**config.mk**
```make
export PLATFORM = sky130hd
export DESIGN_NAME = sat_alu8
export DESIGN_NICKNAME = d
export VERILOG_FILES = /design/src/rtl/sat_alu_pkg.sv /design/src/rtl/sat_alu_decode.sv /design/src/rtl/sat_alu_preproc.sv /design/src/rtl/sat_alu_postproc.sv /design/src/rtl/sat_alu8.sv
export SDC_FILE = /design/constraint.sdc
export NUM_CORES = 1
export LEC_CHECK = 0
export BUFFER_PORTS_ARGS = -buffer_cell sky130_fd_sc_hd__clkbuf_2
export CELL_PAD_IN_SITES_DETAIL_PLACEMENT = 1
export CELL_PAD_IN_SITES_GLOBAL_PLACEMENT = 2
export CORE_UTILIZATION = 34
export DETAILED_ROUTE_END_ITERATION = 8
export PLACE_DENSITY = 0.91
export SKIP_LAST_GASP = 1
export SLEW_MARGIN = 20
export SYNTH_ARGS = -nofsm -noshare
export SYNTH_HDL_FRONTEND = slang
export SYNTH_SLANG_ARGS = --single-unit
```
**constraint.sdc**
```tcl
create_clock -name clk -period 10.2 [get_ports clk]
set_input_delay 3.06 -clock clk [delete_from_list [all_inputs] [get_ports clk]]
set_output_delay 3.06 -clock clk [all_outputs]
set_load 0.1 [all_outputs]
```
**src/rtl/sat_alu_pkg.sv**
```systemverilog
package sat_alu_pkg;

  localparam int OPC_W = 4;

  localparam logic [OPC_W-1:0] OPC_IDLE    = 4'd0;
  localparam logic [OPC_W-1:0] OPC_ADD_W   = 4'd1;
  localparam logic [OPC_W-1:0] OPC_SUB_W   = 4'd2;
  localparam logic [OPC_W-1:0] OPC_ADD_S   = 4'd3;
  localparam logic [OPC_W-1:0] OPC_SUB_S   = 4'd4;
  localparam logic [OPC_W-1:0] OPC_ABS_A   = 4'd5;
  localparam logic [OPC_W-1:0] OPC_ABS_SUM = 4'd6;
  localparam logic [OPC_W-1:0] OPC_ABS_DIF = 4'd7;
  localparam logic [OPC_W-1:0] OPC_CLR_SAT = 4'd8;

  typedef enum logic [1:0] {
    MODE_WRAP = 2'd0,
    MODE_CLAMP = 2'd1,
    MODE_MAG = 2'd2
  } post_mode_e;

  typedef struct packed {
    logic       use_b;
    logic       inv_b;
    post_mode_e mode;
    logic       writes;
    logic       clr_sat;
  } op_ctrl_t;

endpackage

```
**src/rtl/sat_alu_decode.sv**
```systemverilog
module sat_alu_decode
  import sat_alu_pkg::*;
(
  input  logic [OPC_W-1:0] opcode,
  output op_ctrl_t         ctrl
);

  always_comb begin
    ctrl = '{use_b: 1'b1, inv_b: 1'b0, mode: MODE_WRAP, writes: 1'b0, clr_sat: 1'b0};
    case (opcode)
      OPC_ADD_W: begin
        ctrl.writes = 1'b1;
      end
      OPC_SUB_W: begin
        ctrl.inv_b  = 1'b1;
        ctrl.writes = 1'b1;
      end
      OPC_ADD_S: begin
        ctrl.mode   = MODE_CLAMP;
        ctrl.writes = 1'b1;
      end
      OPC_SUB_S: begin
        ctrl.inv_b  = 1'b1;
        ctrl.mode   = MODE_CLAMP;
        ctrl.writes = 1'b1;
      end
      OPC_ABS_A: begin
        ctrl.use_b  = 1'b0;
        ctrl.mode   = MODE_MAG;
        ctrl.writes = 1'b1;
      end
      OPC_ABS_SUM: begin
        ctrl.mode   = MODE_MAG;
        ctrl.writes = 1'b1;
      end
      OPC_ABS_DIF: begin
        ctrl.inv_b  = 1'b1;
        ctrl.mode   = MODE_MAG;
        ctrl.writes = 1'b1;
      end
      OPC_CLR_SAT: begin
        ctrl.clr_sat = 1'b1;
      end
      default: begin
        ctrl.writes = 1'b0;
      end
    endcase
  end

endmodule

```
**src/rtl/sat_alu_preproc.sv**
```systemverilog
module sat_alu_preproc
  import sat_alu_pkg::*;
#(
  parameter int DATA_W = 8,
  parameter int GUARD_W = 2,
  localparam int EXT_W = DATA_W + GUARD_W
) (
  input  logic [DATA_W-1:0]       a,
  input  logic [DATA_W-1:0]       b,
  input  op_ctrl_t                ctrl,
  output logic signed [EXT_W-1:0] sum
);

  logic [EXT_W-1:0] opa_ext;
  logic [EXT_W-1:0] opb_ext;
  logic [EXT_W-1:0] opb_sel;
  logic [EXT_W-1:0] cin_ext;

  assign opa_ext = {{GUARD_W{a[DATA_W-1]}}, a};
  assign opb_ext = {{GUARD_W{b[DATA_W-1]}}, b};

  always_comb begin
    if (!ctrl.use_b) begin
      opb_sel = '0;
    end else if (ctrl.inv_b) begin
      opb_sel = ~opb_ext;
    end else begin
      opb_sel = opb_ext;
    end
  end

  // Carry-in of one finishes the two's-complement negation of B.
  assign cin_ext = {{(EXT_W-1){1'b0}}, ctrl.use_b & ctrl.inv_b};
  assign sum = $signed(opa_ext + opb_sel + cin_ext);

endmodule

```
**src/rtl/sat_alu_postproc.sv**
```systemverilog
module sat_alu_postproc
  import sat_alu_pkg::*;
#(
  parameter int DATA_W = 8,
  parameter int GUARD_W = 2,
  localparam int EXT_W = DATA_W + GUARD_W,
  localparam int POS_LIM = (1 << (DATA_W - 1)) - 1
) (
  input  logic signed [EXT_W-1:0] sum,
  input  post_mode_e              mode,
  output logic [DATA_W-1:0]       res,
  output logic                    sat
);

  localparam logic signed [EXT_W-1:0] HI_EXT = EXT_W'(POS_LIM);
  localparam logic signed [EXT_W-1:0] LO_EXT = -HI_EXT - EXT_W'(1);
  localparam logic [DATA_W-1:0] HI_RES = DATA_W'(POS_LIM);
  localparam logic [DATA_W-1:0] LO_RES = ~HI_RES;

  logic [EXT_W-1:0] mag;
  logic             mag_big;
  logic             over_hi;
  logic             under_lo;

  assign mag      = sum[EXT_W-1] ? (~sum + EXT_W'(1)) : sum;
  assign mag_big  = (mag > HI_EXT);
  assign over_hi  = (sum > HI_EXT);
  assign under_lo = (sum < LO_EXT);

  always_comb begin
    res = sum[DATA_W-1:0];
    sat = 1'b0;
    case (mode)
      MODE_CLAMP: begin
        if (over_hi) begin
          res = HI_RES;
          sat = 1'b1;
        end else if (under_lo) begin
          res = LO_RES;
          sat = 1'b1;
        end
      end
      MODE_MAG: begin
        if (mag_big) begin
          res = HI_RES;
          sat = 1'b1;
        end else begin
          res = mag[DATA_W-1:0];
        end
      end
      default: begin
        res = sum[DATA_W-1:0];
      end
    endcase
  end

endmodule

```
**src/rtl/sat_alu8.sv**
```systemverilog
module sat_alu8
  import sat_alu_pkg::*;
#(
  parameter int DATA_W = 8,
  parameter int GUARD_W = 2
) (
  input  logic              clk,
  input  logic              rst,
  input  logic              in_valid,
  input  logic [OPC_W-1:0]  opcode,
  input  logic [DATA_W-1:0] a,
  input  logic [DATA_W-1:0] b,
  output logic [DATA_W-1:0] result,
  output logic              flag_n,
  output logic              flag_z,
  output logic              flag_s
);

  localparam int EXT_W = DATA_W + GUARD_W;

  op_ctrl_t                ctrl;
  logic signed [EXT_W-1:0] sum;
  logic [DATA_W-1:0]       res_nxt;
  logic                    sat_nxt;

  sat_alu_decode u_dec (
    .opcode (opcode),
    .ctrl   (ctrl)
  );

  sat_alu_preproc #(.DATA_W(DATA_W), .GUARD_W(GUARD_W)) u_pre (
    .a    (a),
    .b    (b),
    .ctrl (ctrl),
    .sum  (sum)
  );

  sat_alu_postproc #(.DATA_W(DATA_W), .GUARD_W(GUARD_W)) u_post (
    .sum  (sum),
    .mode (ctrl.mode),
    .res  (res_nxt),
    .sat  (sat_nxt)
  );

  always_ff @(posedge clk) begin
    if (rst) begin
      result <= '0;
      flag_n <= 1'b0;
      flag_z <= 1'b1;
      flag_s <= 1'b0;
    end else if (in_valid) begin
      if (ctrl.writes) begin
        result <= res_nxt;
        flag_n <= res_nxt[DATA_W-1];
        flag_z <= (res_nxt == '0);
        flag_s <= flag_s | sat_nxt;
      end else if (ctrl.clr_sat) begin
        flag_s <= 1'b0;
      end
    end
  end

endmodule

```
Word level (Yosys, flattened, before mapping). Cells that the tools add are included.

Add/sub/neg operators: 3. Order comparisons: 3. Equal/unequal tests: 10. Multiplexer cells: 18. Bitwise operators: 4. Reduce and logical (&&, ||, !) cells: 8.

Operators by type and width (number): 10-bit 2-to-1 mux (3); 8-bit 2-to-1 mux (3); 10-bit NOT (2); 4-bit by 3-bit equality test with 1-bit output (second input constant) (4); 8-bit case mux with 2 select lines (1); 10-bit by 1-bit adder with 10-bit output (1); 10-bit adder (1); 10-bit by 2-bit adder with 10-bit output (second input constant) (1); 10-bit by 7-bit > comparator with 1-bit output (second input constant) (1); 10-bit by 8-bit > comparator with 1-bit output (second input constant) (1); 10-bit by 8-bit less-than comparator with 1-bit output (second input constant) (1); 1-bit 2-to-1 mux (9); 4-bit by 2-bit equality test with 1-bit output (second input constant) (2); 8-bit logical NOT (1); 7-bit OR reduction (1); 3-bit OR reduction (2); 4-bit by 1-bit equality test with 1-bit output (second input constant) (1); 4-bit equality test (second input constant) (1); 2-bit case mux with 2 select lines (1); 2-bit AND reduction (2); 2-bit by 1-bit equality test with 1-bit output (second input constant) (1); 2-bit equality test (second input constant) (1); 1-bit case mux with 2 select lines (1); 2-bit nonzero test (1); other kinds (3) (3).

Register bits: 11. Bits of input ports: 23. Logic and storage cells: 50.

Longest topological paths before layout.
Word-level depth: 15. Depth in mapped cells: 18. Mapped depth without buffers: 17.

By module. Synthesis repeated with hierarchy kept, for this count alone.

Cell total of the unflattened synthesis: 199. Area, all modules: 1501.4 um^2.

By module, submodules not included: sat_alu_preproc (times used 1, cells an instance 68, area an instance 511.7 um^2); sat_alu_postproc (times used 1, cells an instance 70, area an instance 495.5 um^2); sat_alu8 (times used 1, cells an instance 48, area an instance 409.1 um^2); sat_alu_decode (times used 1, cells an instance 13, area an instance 85.1 um^2).

Worst setup path before layout. Ideal clock, no wire load.

Path kind: input to register. Start: in opcode[2]. End: reg flag_z. Arrival: 6.608 ns. Data required time: 10.075 ns. Setup slack: 3.467 ns. Stages: 16. Buffers on the path: 2. Cell sequence: clkbuf_1 buf_1 xnor2_1 nand2_1 a21o_1 fa_1 fa_1 nor2b_1 o221ai_2 a21o_1 or2_1 a41o_1 or4_4 a31o_1 nand3_1 o31ai_2.

Longest elaborated chain between the ends: 14.

Ends and longest elaborated chain: start, declared (RTL line sat_alu8.sv:10) `input logic [OPC_W-1:0] opcode,`; 4-bit by 2-bit equality test with 1-bit output / 4-bit by 3-bit equality test with 1-bit output (equally long branches) (RTL line sat_alu_decode.sv:10) `case (opcode)`; 3-bit OR reduction (no source line); 1-bit 2-to-1 mux (RTL line sat_alu_decode.sv:10); 10-bit 2-to-1 mux (RTL line sat_alu_preproc.sv:25) `end else if (ctrl.inv_b) begin`; 10-bit 2-to-1 mux (RTL line sat_alu_preproc.sv:23) `if (!ctrl.use_b) begin`; 10-bit adder (RTL line sat_alu_preproc.sv:34) `assign sum = $signed(opa_ext + opb_sel + cin_ext);`; 10-bit by 1-bit adder with 10-bit output (RTL line sat_alu_preproc.sv:34); 10-bit NOT (RTL line sat_alu_postproc.sv:25) `assign mag = sum[EXT_W-1] ? (~sum + EXT_W'(1)) : sum;`; 10-bit by 2-bit adder with 10-bit output (RTL line sat_alu_postproc.sv:25); 10-bit 2-to-1 mux (RTL line sat_alu_postproc.sv:25); 10-bit by 7-bit > comparator with 1-bit output (RTL line sat_alu_postproc.sv:26) `assign mag_big = (mag > HI_EXT);`; 8-bit 2-to-1 mux (RTL line sat_alu_postproc.sv:44) `if (mag_big) begin`; 8-bit case mux with 2 select lines (RTL line sat_alu_postproc.sv:33) `case (mode)`; 8-bit logical NOT (RTL line sat_alu8.sv:55) `flag_z <= (res_nxt == '0);`; end signal, assigned (RTL line sat_alu8.sv:55); end, declared (RTL line sat_alu8.sv:15) `output logic flag_z,`.

Parallel ways exist; a longest one is shown, timed or not. A chain may end at the register's enable or synchronous reset.

Final worst setup path. Same ends and word-level chain as after synthesis.

==> results.sh <==
export IMPL_required_ns=10.36
export IMPL_fin_skew_ns=0
export IMPL_crit_chain="clkbuf_2 -> nor2b_1 -> nand2b_1 -> o21a_1 -> o21ai_0 -> a221oi_1 -> fa_1 -> fa_1 -> nor2b_1 -> o221ai_2 -> a311oi_1 -> mux2i_1 -> and2_1 -> a31oi_1 -> a31o_1 -> nand3_1 -> o31ai_2"
export IMPL_cap_violations=0
export IMPL_ys_flop_type="dfxtp_1"
export IMPL_firstDrtPassIters=5
export IMPL_wl_per_cell_um=16.7
export IMPL_min_path_cells=2
export IMPL_p_int_uw=146
export IMPL_worst_pin_slew_ns=0.647
export IMPL_combPwrFrac_pct=68.9
export IMPL_clock_sinks=10
export IMPL_fin_tns_setup_ns=0
export IMPL_p_sw_uw=156
export IMPL_layout_worst_path_cycle_share_pct=72.9
export IMPL_cp_startpoint="opcode[2]"
export IMPL_swShare_pct=51.6
export IMPL_fp_dieH_um=78.7
export IMPL_synth_edff_count=0
export IMPL_finalSetupViolCount=0
export IMPL_r2r_slack_ns=9.49
export IMPL_finalHoldViolations=0
export IMPL_cts_tree="yes"
export IMPL_async_reset_ff_share_pct=0
export IMPL_grt_max_degree=23
export IMPL_clock_path_buffers=2
export IMPL_ys_warn_count=0
export IMPL_status="finished clean"
export IMPL_cts_setup_buffers=0
export IMPL_fin_crit_ns=7.43
export IMPL_grt_pass1_vias=2084
export IMPL_synth_area_um2=2000
export IMPL_clock_fmax_ghz=0.135
export IMPL_dieWidth_um=78.7
export IMPL_fin_ws_ns=2.77
export IMPL_slowest_delay_ns=0.54
export IMPL_regToRegEndpoint="flag_z"
export IMPL_htree_levels=1
export IMPL_start_util_pct=35.9
export IMPL_clock_latency_ns=0.24
export IMPL_cts_resized_gates=0
export IMPL_overflow=0
export IMPL_gp_congestion=0.856
export IMPL_vias_per_cell=5.93
export IMPL_slowest_stage="a311oi_1"
export IMPL_ctsHoldBuffers=0
export IMPL_syn_area_per_cell_um2=7.02
export IMPL_path_class="in -> reg"
export IMPL_yosysSeqAreaShare_pct=10.0
export IMPL_dieArea_um2=6200
export IMPL_endpoint="flag_z"
export IMPL_synthCells=285
export IMPL_antenna_found_initial=0
export IMPL_pre_cts_slack_ns=2.56
export IMPL_path_clk_slew_ns=0.05
export IMPL_drc=0
export IMPL_grt_total_usage_pct=20.6
export IMPL_grt_pass1_wl_um=10300
export IMPL_p_per_area_nw_per_um2=135
export IMPL_crit_arrival_ns=7.59
export IMPL_layout_commonest_cell="nor2_1"
export IMPL_drt_total_wl_um=6300
export IMPL_ios=34
export IMPL_relSlewSlack_pct=56.8
export IMPL_diodes=0
export IMPL_hp_class="reg -> reg"
export IMPL_r2r_cells=2
export IMPL_rsz0062_at_grt="false"
export IMPL_rows=27
export IMPL_ir_drop_uv=102
export IMPL_critPathMaxFanout=22
export IMPL_power_leakage_nw=0.940
export IMPL_seq_power_share_pct=14.5
export IMPL_drtIter0Drc=166
export IMPL_end_kind="flop"
export IMPL_core_area_um2=5570
export IMPL_via_count=2236
export IMPL_portBuffers=33
export IMPL_root_buffer="clkbuf_8"
export IMPL_antenna_left=0
export IMPL_nets=342
export IMPL_power_frac_clock_pct=16.7
export IMPL_r2r_start="flag_z"
export IMPL_worst_setup_path_start_kind="input port"
export IMPL_drv_slew=0
export IMPL_final_cell_mix="nor2_1 (34), clkbuf_2 (33), o21ai_0 (28), nand2_1 (23), a21oi_1 (15)"
export IMPL_drive_above_1_share_pct=17.0
export IMPL_dp_final_hpwl_um=4970
export IMPL_syn_nets=321
export IMPL_area_delta_synth_final_pct=11.8
export IMPL_numCtsBuffers=3
export IMPL_ys_seq_elements=10
export IMPL_n_fill_cell=736
export IMPL_ys_types=68
-- kinds of logic (layout without fill, tap and decap cells) --
group	after synthesis	in the layout	synth area share, %
AOI/OAI and AO/OA	114	114	43.2
and+or+nand+nor	105	105	25.9
buffers and inverters	30	50	6.19
adders and majority gates	13	13	8.87
xor gates and xnor gates	11	11	4.81
DFF	10	10	10.0
muxes	2	2	1.00
-- synthesized netlist by cell type (all sizes together), types with 5 or more instances --
cell type | n | area share [%]
a21oi | 16 | 4.2
a222oi | 6 | 3.0
a31oi | 8 | 2.8
buf | 7 | 1.9
clkbuf | 10 | 1.9
dfxtp | 10 | 10
ha | 11 | 6.9
inv | 13 | 2.4
nand2 | 23 | 4.3
nor2 | 34 | 6.4
nor2b | 11 | 3.4
nor3 | 7 | 1.7
o21ai | 30 | 7.5
o21bai | 7 | 2.6
or2 | 5 | 1.7
xnor2 | 8 | 3.5
-- per-stage QoR --
step | power (mW) | hold WS, ns | area, um2 | util, % | std cells
after CTS | 0.301 | 0.472 | 2240 | 40.1 | 377
after global placement | 0.246 | 0.452 | 2180 | 39.1 | 373
after global routing | 0.322 | 0.496 | 2240 | 40.1 | 377
final | 0.302 | 0.474 | 2240 | 40.1 | 377
after floorplan | 0.204 | 0.879 | 2000 | - | 285
after detailed placement | 0.250 | 0.465 | 2180 | 39.1 | 373
-- layout make-up --
cell class,instances,area [um2],area share [%]
clock buffer,4,55.1,2.46
inverter,13,48.8,2.18
multi-input combinational,245,1680,75.0
sequential,10,200,8.95
tap,72,90.1,4.03
timing repair buffer,33,165,7.38
-- power groups by stage --
stage / combinational [mW] / sequential [mW] / clock [mW]
2_1_floorplan: 0.138 / 0.0655 / 0
3_3_place_gp: 0.202 / 0.0443 / 0
3_5_place_dp: 0.205 / 0.0445 / 0
4_1_cts: 0.206 / 0.0437 / 0.0509
5_1_grt: 0.225 / 0.0440 / 0.0528
6_report: 0.208 / 0.0437 / 0.0502
-- per-layer routing --
| metal | global-route usage, % | share of wire [%] | up-vias |
|---|---|---|---|
| met5 | 0 | 0 | - |
| met4 | 3.33 | 0.40 | 0 |
| met3 | 0.575 | 3.6 | 3 |
| met2 | 35.3 | 47 | 52 |
| met1 | 28.8 | 49 | 1072 |
| li1 | - | - | 1109 |
-- registers in the layout (all words and copies together), names as in the netlist --
signal	count
flag_z	1
result	8
flag_s	1
-- worst min path at each step --
stage,from,to,slack [ns]
after global routing,result[0],result[0],0.50
final,result[0],result[0],0.47
after global placement,result[0],result[0],0.45
after CTS,result[0],result[0],0.47
after floorplan,result[0],result[0],0.88
after detailed placement,result[0],result[0],0.46
-- worst max-delay path, delay by kind of cell --
family | cells | cell delay [ns]
compound gates | 8 | 1.95
simple gates | 5 | 1.09
fa+ha+maj | 2 | 0.90
buf+inv | 1 | 0.34
mux | 1 | 0.25
Power figures use the tool's default switching activity.
